--- config.mk ---
export PLATFORM = sky130hd
export DESIGN_NAME = gated_decade_counter
export DESIGN_NICKNAME = d
export VERILOG_FILES = /design/src/rtl/dcnt_pkg.sv /design/src/rtl/dcnt_rst_sync.sv /design/src/rtl/dcnt_edge_sync.sv /design/src/rtl/dcnt_decade.sv /design/src/rtl/dcnt_scan.sv /design/src/rtl/gated_decade_counter.sv
export SDC_FILE = /design/constraint.sdc
export NUM_CORES = 1
export LEC_CHECK = 0
export BUFFER_PORTS_ARGS = -buffer_cell sky130_fd_sc_hd__buf_4
export CORE_MARGIN = 4
export CORE_UTILIZATION = 65
export CTS_CLUSTER_DIAMETER = 80
export DETAILED_ROUTE_END_ITERATION = 8
export PLACE_DENSITY = 0.92
export SYNTH_ARGS = -nofsm -noshare
export SYNTH_HDL_FRONTEND = slang
export SYNTH_SLANG_ARGS = --single-unit
--- constraint.sdc ---
create_clock -name clk_i -period 6.2 [get_ports clk_i]
set_clock_uncertainty 0.2 [all_clocks]
set_input_delay 0 -clock clk_i [delete_from_list [all_inputs] [get_ports clk_i]]
set_output_delay 0 -clock clk_i [all_outputs]
set_load 0.05 [all_outputs]
--- src/rtl/dcnt_pkg.sv ---
package dcnt_pkg;
  typedef logic [3:0] bcd_t;
  localparam bcd_t BCD_TOP = 4'd9;
  localparam bcd_t BCD_ZERO = 4'd0;
endpackage

--- src/rtl/dcnt_rst_sync.sv ---
module dcnt_rst_sync #(
  parameter int STAGES = 2
) (
  input  logic clk_i,
  input  logic rst_ni,
  output logic rst_sync_no
);
  logic [STAGES-1:0] chain_q;
  logic [STAGES-1:0] chain_d;

  always_comb begin
    chain_d = {chain_q[STAGES-2:0], 1'b1};
  end

  always_ff @(posedge clk_i or negedge rst_ni) begin
    if (!rst_ni) chain_q <= '0;
    else         chain_q <= chain_d;
  end

  assign rst_sync_no = chain_q[STAGES-1];
endmodule

--- src/rtl/dcnt_edge_sync.sv ---
module dcnt_edge_sync #(
  parameter int STAGES = 2
) (
  input  logic clk_i,
  input  logic rst_ni,
  input  logic level_i,
  output logic rise_o
);
  logic [STAGES-1:0] sync_q;
  logic [STAGES-1:0] sync_d;
  logic              prev_q;
  logic              prev_d;

  always_comb begin
    sync_d = {sync_q[STAGES-2:0], level_i};
    prev_d = sync_q[STAGES-1];
  end

  always_ff @(posedge clk_i or negedge rst_ni) begin
    if (!rst_ni) begin
      sync_q <= '0;
      prev_q <= 1'b0;
    end else begin
      sync_q <= sync_d;
      prev_q <= prev_d;
    end
  end

  assign rise_o = sync_q[STAGES-1] & ~prev_q;

  // a single input edge can never yield two consecutive steps
  assert_one_step_R2: assert property (@(posedge clk_i) disable iff (!rst_ni)
    rise_o |=> !rise_o);
endmodule

--- src/rtl/dcnt_decade.sv ---
module dcnt_decade
  import dcnt_pkg::*;
(
  input  logic clk_i,
  input  logic rst_ni,
  input  logic clr_i,
  input  logic step_i,
  output bcd_t digit_o,
  output logic carry_o
);
  bcd_t digit_q;
  bcd_t digit_d;
  logic wrap;

  always_comb begin
    wrap    = (digit_q == BCD_TOP);
    digit_d = digit_q;
    if (clr_i)       digit_d = BCD_ZERO;
    else if (step_i) digit_d = wrap ? BCD_ZERO : digit_q + 4'd1;
  end

  always_ff @(posedge clk_i or negedge rst_ni) begin
    if (!rst_ni) digit_q <= BCD_ZERO;
    else         digit_q <= digit_d;
  end

  assign digit_o = digit_q;
  assign carry_o = step_i & wrap & ~clr_i;

  assert_digit_range_R3: assert property (@(posedge clk_i) disable iff (!rst_ni)
    digit_q <= BCD_TOP);
  assert_digit_wrap_R3: assert property (@(posedge clk_i) disable iff (!rst_ni)
    (step_i && !clr_i && digit_q == BCD_TOP) |=> digit_q == BCD_ZERO);
  assert_digit_step_R3: assert property (@(posedge clk_i) disable iff (!rst_ni)
    (step_i && !clr_i && digit_q != BCD_TOP) |=> digit_q == $past(digit_q) + 4'd1);
endmodule

--- src/rtl/dcnt_scan.sv ---
module dcnt_scan
  import dcnt_pkg::*;
#(
  parameter int DIGITS_LO = 3,
  parameter int DIGITS_HI = 4,
  parameter int SCAN_DIV  = 4,
  localparam int NUM_DIG  = DIGITS_LO + DIGITS_HI,
  localparam int POS_W    = (DIGITS_HI > 1) ? $clog2(DIGITS_HI) : 1,
  localparam int PRE_W    = (SCAN_DIV > 1) ? $clog2(SCAN_DIV) : 1
) (
  input  logic                 clk_i,
  input  logic                 rst_ni,
  input  bcd_t [NUM_DIG-1:0]   held_i,
  output bcd_t                 lo_bcd_o,
  output logic [POS_W-1:0]     lo_addr_o,
  output logic                 lo_valid_o,
  output bcd_t                 hi_bcd_o,
  output logic [POS_W-1:0]     hi_addr_o
);
  localparam logic [PRE_W-1:0] PRE_LAST = PRE_W'(SCAN_DIV - 1);
  localparam logic [POS_W-1:0] POS_LAST = POS_W'(DIGITS_HI - 1);

  logic [PRE_W-1:0] pre_q, pre_d;
  logic [POS_W-1:0] pos_q, pos_d;
  logic             tick;

  always_comb begin
    tick  = (pre_q == PRE_LAST);
    pre_d = tick ? '0 : pre_q + 1'b1;
    pos_d = pos_q;
    if (tick) pos_d = (pos_q == POS_LAST) ? '0 : pos_q + 1'b1;
  end

  always_ff @(posedge clk_i or negedge rst_ni) begin
    if (!rst_ni) begin
      pre_q <= '0;
      pos_q <= '0;
    end else begin
      pre_q <= pre_d;
      pos_q <= pos_d;
    end
  end

  always_comb begin
    hi_bcd_o   = BCD_ZERO;
    lo_bcd_o   = BCD_ZERO;
    lo_valid_o = 1'b0;
    for (int i = 0; i < DIGITS_HI; i++) begin
      if (pos_q == POS_W'(i)) hi_bcd_o = held_i[DIGITS_LO + i];
    end
    for (int j = 0; j < DIGITS_LO; j++) begin
      if (pos_q == POS_W'(j)) begin
        lo_bcd_o   = held_i[j];
        lo_valid_o = 1'b1;
      end
    end
  end

  assign lo_addr_o = pos_q;
  assign hi_addr_o = pos_q;

  assert_scan_step_R11: assert property (@(posedge clk_i) disable iff (!rst_ni)
    !$stable(pos_q) |-> (pos_q == '0 || pos_q == $past(pos_q) + 1'b1));
  assert_scan_range_R10: assert property (@(posedge clk_i) disable iff (!rst_ni)
    pos_q <= POS_LAST);
endmodule

--- src/rtl/gated_decade_counter.sv ---
module gated_decade_counter
  import dcnt_pkg::*;
#(
  parameter int DIGITS_LO   = 3,
  parameter int DIGITS_HI   = 4,
  parameter int SCAN_DIV    = 4,
  parameter int SYNC_STAGES = 2,
  localparam int ADDR_W     = (DIGITS_HI > 1) ? $clog2(DIGITS_HI) : 1
) (
  input  logic              clk_i,
  input  logic              rst_ni,
  input  logic              count_i,
  input  logic              gate_i,
  input  logic              transfer_i,
  input  logic              count_clr_i,
  output logic [3:0]        lo_bcd_o,
  output logic [ADDR_W-1:0] lo_addr_o,
  output logic              lo_valid_o,
  output logic [3:0]        hi_bcd_o,
  output logic [ADDR_W-1:0] hi_addr_o,
  output logic              ovf_disp_o
);
  localparam int NUM_DIG = DIGITS_LO + DIGITS_HI;

  logic               rst_n;
  logic               rise;
  logic               inc;
  logic [NUM_DIG:0]   step;
  bcd_t [NUM_DIG-1:0] cnt_w;
  bcd_t [NUM_DIG-1:0] held_q, held_d;
  logic               ovf_q, ovf_d;
  logic               ovf_disp_q, ovf_disp_d;

  dcnt_rst_sync #(.STAGES(2)) u_rst_sync (
    .clk_i       (clk_i),
    .rst_ni      (rst_ni),
    .rst_sync_no (rst_n)
  );

  dcnt_edge_sync #(.STAGES(SYNC_STAGES)) u_edge (
    .clk_i   (clk_i),
    .rst_ni  (rst_n),
    .level_i (count_i),
    .rise_o  (rise)
  );

  assign inc     = rise & gate_i;
  assign step[0] = inc;

  for (genvar g = 0; g < NUM_DIG; g++) begin : g_decade
    dcnt_decade u_dec (
      .clk_i   (clk_i),
      .rst_ni  (rst_n),
      .clr_i   (count_clr_i),
      .step_i  (step[g]),
      .digit_o (cnt_w[g]),
      .carry_o (step[g+1])
    );
  end

  always_comb begin
    ovf_d = ovf_q;
    if (count_clr_i)        ovf_d = 1'b0;
    else if (step[NUM_DIG]) ovf_d = 1'b1;
    held_d     = held_q;
    ovf_disp_d = ovf_disp_q;
    if (transfer_i) begin
      held_d     = cnt_w;
      ovf_disp_d = ovf_q;
    end
  end

  always_ff @(posedge clk_i or negedge rst_n) begin
    if (!rst_n) begin
      ovf_q      <= 1'b0;
      held_q     <= '0;
      ovf_disp_q <= 1'b0;
    end else begin
      ovf_q      <= ovf_d;
      held_q     <= held_d;
      ovf_disp_q <= ovf_disp_d;
    end
  end

  dcnt_scan #(
    .DIGITS_LO (DIGITS_LO),
    .DIGITS_HI (DIGITS_HI),
    .SCAN_DIV  (SCAN_DIV)
  ) u_scan (
    .clk_i      (clk_i),
    .rst_ni     (rst_n),
    .held_i     (held_q),
    .lo_bcd_o   (lo_bcd_o),
    .lo_addr_o  (lo_addr_o),
    .lo_valid_o (lo_valid_o),
    .hi_bcd_o   (hi_bcd_o),
    .hi_addr_o  (hi_addr_o)
  );

  assign ovf_disp_o = ovf_disp_q;

  assert_gate_hold_R1: assert property (@(posedge clk_i) disable iff (!rst_n)
    (!gate_i && !count_clr_i) |=> $stable(cnt_w));
  assert_ovf_sticky_R6: assert property (@(posedge clk_i) disable iff (!rst_n)
    (ovf_q && !count_clr_i) |=> ovf_q);
  assert_clear_R8: assert property (@(posedge clk_i) disable iff (!rst_n)
    count_clr_i |=> (cnt_w == '0 && !ovf_q));
  assert_held_stable_R4: assert property (@(posedge clk_i) disable iff (!rst_n)
    !transfer_i |=> $stable(held_q));
  assert_ovf_disp_stable_R7: assert property (@(posedge clk_i) disable iff (!rst_n)
    !transfer_i |=> $stable(ovf_disp_q));
endmodule

==> flow_metrics.tcl, run 1 <==
set metrics [dict create \
    place_area_sq_um 3600 \
    fin_util_pct 74.6 \
    endpoint_kind "output port" \
    portBuffers 19 \
    ctsRootBufferMaster "clkbuf_8" \
    num_vias 2526 \
    path_max_fanout 10 \
    p_sw_mw 0.181 \
    place_inst 389 \
    cellLeakagePower_nw 1.85 \
    slew_headroom_pct 45.8 \
    top_layer_used "met4" \
    peakVddDrop_mv 0.143 \
    power_density_nw_per_um2 211 \
    areaGrowthSynthToFinish_pct 10.6 \
    fp-row-count 26 \
    grt.total_usage_pct 24.4 \
    status "complete, no violations" \
    cap_violations 0 \
    fin_nets 359 \
    cts.repair.resized 0 \
    synth_ff_type "dfrtp_1" \
    synthesis.area_sq_um 3470 \
    synth_fa_ha_area_share_pct 6.50 \
    worstSkewPairLatency_ps 350 \
    fin_ws_ps 3530 \
    wl_met1_mm 3.18 \
    hpwl_mm 4.77 \
    grt.overflow.total 0 \
    crit_arrival_ps 2470 \
    netlist_instances 318 \
    synth_top_family_by_area "simple AND/OR/NAND/NOR gates" \
    detailedRoute.firstPassIterationCount 4 \
    first_global_vias 2437 \
    clk_pin_slew_ps 70 \
    clock_power_share_pct 41.5 \
    synth-xor-area-share_pct 0.505 \
    post-route-period-util_pct 43.1 \
    syn_area_per_cell_sq_um 10.9 \
    dr_wl_met2_mm 3.45 \
    die-area_sq_um 6570 \
    yosys.area.top_type "dfrtp_1" \
    cp-start-kind "flop" \
    internal_power_mw 0.627 \
    cts_buffer_depth 2 \
    grt_setup_unrepaired "no" \
    final_common_cell "dfrtp_1" \
    power_mw 0.808 \
    synth_compound_area_share_pct 9.56 \
    initial_core_util_pct 67.5 \
    final_area_sq_um 3830 \
    viasPerCell 6.16 \
    synth_edf_count 0 \
    grt_max_degree 66 \
    drt-total-wl_mm 7.09 \
    finalSetupTns_ps 0 \
    combPwrFrac_pct 3.9 \
    tightest_slew_ps 813 \
    htree_levels 3 \
    yosysSeqAreaShare_pct 48.4 \
    grt_antenna_before_repair 0 \
    synth_mux_area_share_pct 11.8 \
    layout_common_cells "dfrtp_1, mux2_2, nand2_1" \
    antenna_cells 0 \
    clock-sinks 67 \
    min_period_ps 2670 \
    slew_viol_final 0 \
    cts_made_buffers 9 \
    post-place-ws_ps 3910 \
    core_sq_um 5140 \
    layout-drive-gt1-share_pct 21.2 \
    wl_met3_um 328 \
    finalSetupViolCount 0 \
    finalNonFillerCells 410 \
    hp-class "primary input to flop" \
    syn-num-nets 342 \
    timing.hold.ws_ps 106 \
    power.share.switching_pct 22.4 \
    p_seq_share_pct 54.6 \
    cp.required_ps 6000 \
    yosys_warnings 0 \
    crit_type "flop to output port" \
    ant_nets 0 \
    die_y_um 81.0 \
    routedWlPerCell_um 17.3 \
    grt_pass1_wl_mm 11.9 \
    synth_area_leaders "dfrtp_1, mux2_2, ha_1, nand2_1, a21oi_1" \
    hold_viol 0 \
    cts_tree "built" \
    synthSimpleGateAreaFrac_pct 18.7 \
    yosys_register_bits 67 \
    clock.fmax_ghz 0.375 \
    pin_count 20 \
    first_iter_violations 187 \
    die_width_um 81.0 \
    place_congestion 0.815 \
    ys_types 51 \
    synth_top_area_share_pct 48.4 \
    synthArstFlopShare_pct 100 \
    drc 0 \
]
[per-layer routing]
metal,vias to the layer above,GRT usage (%)
met3,10,5.99
met2,59,37.8
li1,1166,-
met4,0,10.6
met5,-,0
met1,1291,32.8
[sequential cells by signal, indices dropped and copies added (netlist names)]
name	cells
u_scan.pre_q	2
u_scan.hi_addr_o	2
u_edge.prev_q	1
ovf_q	1
held_q	28
g_decade.u_dec.digit_o	28
u_rst_sync.chain_q	2
ovf_disp_o	1
u_edge.sync_q	2
[power by group through the flow]
stage,registers [mW],logic (mW),clock network [mW]
2_1_floorplan,0.455,0.0162,0
3_3_place_gp,0.449,0.0292,0
3_5_place_dp,0.450,0.0295,0
4_1_cts,0.441,0.0320,0.342
5_1_grt,0.441,0.0355,0.360
6_report,0.441,0.0316,0.335
[worst max-delay path: stages, from the launching register on]
cell	delay [ps]
dfrtp_1	440
inv_1	100
ha_1	330
nor2b_1	540
a221oi_1	160
o31ai_1	290
buf_4	260
[cell type report]
class	instances	area (sq um)
sequential	67	1680
multi-input combinational	218	1630
fill	352	1310
timing repair buffer	25	200
clock buffer	14	173
tap	70	87.6
inverter	14	52.6
clock inverter	2	10.0
[cells by family (layout without fill, tap and decap cells)]
group                      Yosys count  after routing
muxes                               37             37
other                                1              1
AOI/OAI and AO/OA                   51             51
and+or+nand+nor                    109            109
xor gates and xnor gates             2              2
buffers and inverters               33             55
DFF                                 67             67
adders and majority gates           18             18
[path summary, 6_finish.rpt]
kind,from,endpoint,slack (ps),cells after the start
setup / recovery,u_scan.hi_addr_o[1]$_DFFE_PN0P_,hi_bcd_o[3],3530,6
hold / removal,count_i,u_edge.sync_q[0]$_DFF_PN0_,110,2
setup reg to reg,g_decade[0].u_dec.digit_o[1]$_DFFE_PN0P_,g_decade[3].u_dec.digit_o[2]$_DFFE_PN0P_,3940,6
hold reg to reg,u_edge.sync_q[0]$_DFF_PN0_,u_edge.sync_q[1]$_DFF_PN0_,150,0
max in group asynchronous,u_rst_sync.chain_q[1]$_DFF_PN0_,held_q[1]$_DFFE_PN0P_,5010,1
min in group asynchronous,u_rst_sync.chain_q[1]$_DFF_PN0_,held_q[20]$_DFFE_PN0P_,240,1
[Yosys cell counts, types with 2 or more instances]
| cell type | n |
|---|---|
| a22oi_1 | 3 |
| nor3_1 | 2 |
| nor2_1 | 18 |
| a41o_1 | 2 |
| o22ai_1 | 2 |
| inv_1 | 14 |
| and3_1 | 3 |
| nand3b_1 | 6 |
| o21ai_0 | 12 |
| and3b_1 | 5 |
| a21o_1 | 2 |
| or3_2 | 2 |
| ha_1 | 18 |
| nand2_1 | 23 |
| a21oi_1 | 14 |
| dfrtp_1 | 67 |
| buf_4 | 4 |
| nor2b_1 | 8 |
| buf_1 | 3 |
| buf_6 | 2 |
| nand4_1 | 6 |
| o31ai_1 | 6 |
| buf_2 | 3 |
| a221oi_1 | 4 |
| nor4_1 | 5 |
| or3_1 | 4 |
| nand2b_1 | 5 |
| mux2i_1 | 7 |
| mux2_2 | 29 |
| nand3_1 | 12 |
| clkbuf_1 | 7 |
[timing repair]
| action | in CTS | in global routing |
|---|---|---|
| endpoints found under the hold margin | 56 | 0 |
| buffers inserted | 0 | 0 |
| hold buffers | 5 | 0 |
Note: power is estimated with default switching activity, not from simulation.
==> inputs of run 2 (changes only) <==
--- a/config.mk
+++ b/config.mk
@@ -7,10 +7,10 @@
 export LEC_CHECK = 0
 export BUFFER_PORTS_ARGS = -buffer_cell sky130_fd_sc_hd__buf_4
 export CORE_MARGIN = 4
-export CORE_UTILIZATION = 65
+export CORE_UTILIZATION = 55
 export CTS_CLUSTER_DIAMETER = 80
 export DETAILED_ROUTE_END_ITERATION = 8
-export PLACE_DENSITY = 0.92
+export PLACE_DENSITY = 0.84
 export SYNTH_ARGS = -nofsm -noshare
 export SYNTH_HDL_FRONTEND = slang
 export SYNTH_SLANG_ARGS = --single-unit
==> constraint.sdc (replaced) <==
create_clock -name clk_i -period 2.26 [get_ports clk_i]
set_clock_uncertainty 0.2 [all_clocks]
set_input_delay 0 -clock clk_i [delete_from_list [all_inputs] [get_ports clk_i]]
set_output_delay 0 -clock clk_i [all_outputs]
set_load 0.05 [all_outputs]
==> run 2 against run 1 <==
  * Highest routed layer unchanged
  * Non-clock buffer count is 14 higher
  * Critical path type unchanged
  * Routed wire length is 6.0% higher
  * Combinational power grew to 2.9 times the previous value
  * Setup slack worse by 3500 ps
  * Global-route usage is 2.6 points lower
  * Sequential power grew to 2.7 times the previous value
  * Clock power grew to 3.4 times the previous value
==> flow_metrics.tcl, run 2 (synthesized netlist as in run 1, its figures left out) <==
set metrics [dict create \
    cts_tree "built" \
    tightest_slew_ps 578 \
    grt_pass1_wl_mm 12.7 \
    peakVddDrop_mv 0.374 \
    portBuffers 19 \
    crit_slowest_cell "dfrtp_1" \
    hpwl_mm 5.10 \
    timing.hold.ws_ps 73.2 \
    grt.total_usage_pct 21.8 \
    num_vias 2538 \
    drc 0 \
    hold_viol 0 \
    initial_core_util_pct 57.5 \
    die_y_um 87.4 \
    worstSkewPairLatency_ps 350 \
    path_max_fanout 7 \
    power_mw 2.44 \
    ctsRootBufferMaster "clkbuf_8" \
    critPathMaxStageDelay_ps 450 \
    crit_arrival_ps 1990 \
    fp-row-count 28 \
    clock.fmax_ghz 0.456 \
    slew_viol_final 0 \
    cts_made_buffers 9 \
    crit_type "flop to output port" \
    hp-class "flop to async pin" \
    drt-total-wl_mm 7.51 \
    reg2reg_from "g_decade[1].u_dec.digit_o[1]$_DFFE_PN0P_" \
    endpoint_kind "output port" \
    first_global_vias 2539 \
    detailedRoute.firstPassIterationCount 7 \
    htree_levels 3 \
    antenna_cells 0 \
    cap_violations 0 \
    viasPerCell 5.92 \
    clk_pin_slew_ps 70 \
    power_density_nw_per_um2 591 \
    layout_common_cells "dfrtp_1, buf_4, mux2_2" \
    cp-startpoint "u_scan.hi_addr_o[0]$_DFFE_PN0P_" \
    clock-sinks 67 \
    routedWlPerCell_um 17.5 \
    final_common_cell "dfrtp_1" \
    status "complete, no violations" \
    cellLeakagePower_nw 2.00 \
    pin_count 20 \
    path_cells "inv_1 > ha_1 > nor2b_4 > a221oi_2 > o31ai_4 > buf_4" \
    core_sq_um 6030 \
    grt.overflow.total 0 \
    place_congestion 0.794 \
    cts_buffer_depth 2 \
    grt_antenna_before_repair 0 \
    cp-start-kind "flop" \
    min_period_ps 2190 \
    die-area_sq_um 7640 \
    cp.required_ps 2060 \
    layout-drive-gt1-share_pct 30.5 \
    fin_nets 373 \
    areaGrowthSynthToFinish_pct 19.1 \
    first_iter_violations 166 \
    post-route-period-util_pct 97.0 \
    ant_nets 0 \
    slew_headroom_pct 61.5 \
    finalSetupViolCount 0 \
    die_width_um 87.4 \
    grt_max_degree 66 \
]
-- run 2: cell count changes in the layout (fill, tap and decap cells not counted), moves of 4 or more --
cell	before	now
o31ai_1	6	2
a221oi_1	4	0
o31ai_4	0	4
a221oi_2	0	4
o21ai_2	0	4
o21ai_0	12	8
buf_4	20	32
-- run 2: report_power, final --
part	internal [mW]	switching [mW]
clock	0.675	0.461
combinational	0.0344	0.0583
sequential	1.21	0.00494
-- run 2: stage by stage --
step / worst slack (ps) / std cells / instance area, sq um / util, % / setup TNS, ps
6_report: 68.1 / 429 / 4130 / 68.5 / 0
5_1_grt: -13.6 / 429 / 4130 / 68.5 / -18.2
4_1_cts: 13.3 / 426 / 4060 / 67.3 / 0
3_5_place_dp: 77.1 / 405 / 3770 / 62.6 / 0
3_3_place_gp: 161 / 405 / 3770 / 62.6 / 0
2_1_floorplan: -96.4 / 318 / 3540 / - / -96.4
-- run 2: repair_timing --
action,in CTS,in global routing
endpoints found under the setup margin,7,13
endpoints found under the hold margin,55,0
resized for setup,2,11
buffers inserted,0,3
pin swaps,0,0
hold buffers,5,0
-- run 2: layout make-up --
| class | count | area [sq um] |
|---|---|---|
| Timing Repair Buffer | 39 | 322 |
| Sequential cell | 67 | 1680 |
| Clock inverter | 5 | 75.1 |
| Multi-Input combinational cell | 218 | 1760 |
| Fill cell | 437 | 1900 |
| Clock buffer | 11 | 151 |
| Tap cell | 75 | 93.8 |
| Inverter | 14 | 52.6 |
-- run 2: worst paths after layout --
| check | slack, ps | endpoint | depth (start not counted) |
|---|---|---|---|
| setup / recovery | 70 | hi_bcd_o[2] | 6 |
| hold reg to reg | 70 | held_q[9]$_DFFE_PN0P_ | 1 |
| max in group asynchronous | 1420 | u_rst_sync.chain_q[1]$_DFF_PN0_ | 3 |
| hold / removal | 70 | held_q[9]$_DFFE_PN0P_ | 1 |
| min in group clk_i | 90 | u_edge.sync_q[0]$_DFF_PN0_ | 2 |
| setup reg to reg | 100 | g_decade[2].u_dec.digit_o[3]$_DFFE_PN0P_ | 6 |
-- run 2: metal layers --
layer / vias to the layer above / part of all wire (%) / routed length, um / track usage (%)
met3: 12 / 3.4 / 253 / 5.39
met4: 0 / 2.0 / 151 / 7.95
li1: 1205 / - / - / -
met5: - / 0 / 0 / 0
met1: 1269 / 46 / 3420 / 29.4
met2: 52 / 49 / 3680 / 34.2
-- run 2: critical path, delay by kind of cell (launching register included) --
| kind | cells | cell delay, ps |
|---|---|---|
| AO/OA/AOI/OAI | 2 | 300 |
| adder cells (fa/ha/maj) | 1 | 190 |
| buffers and inverters | 2 | 370 |
| flip-flops | 1 | 450 |
| AND/OR/NAND/NOR | 1 | 320 |
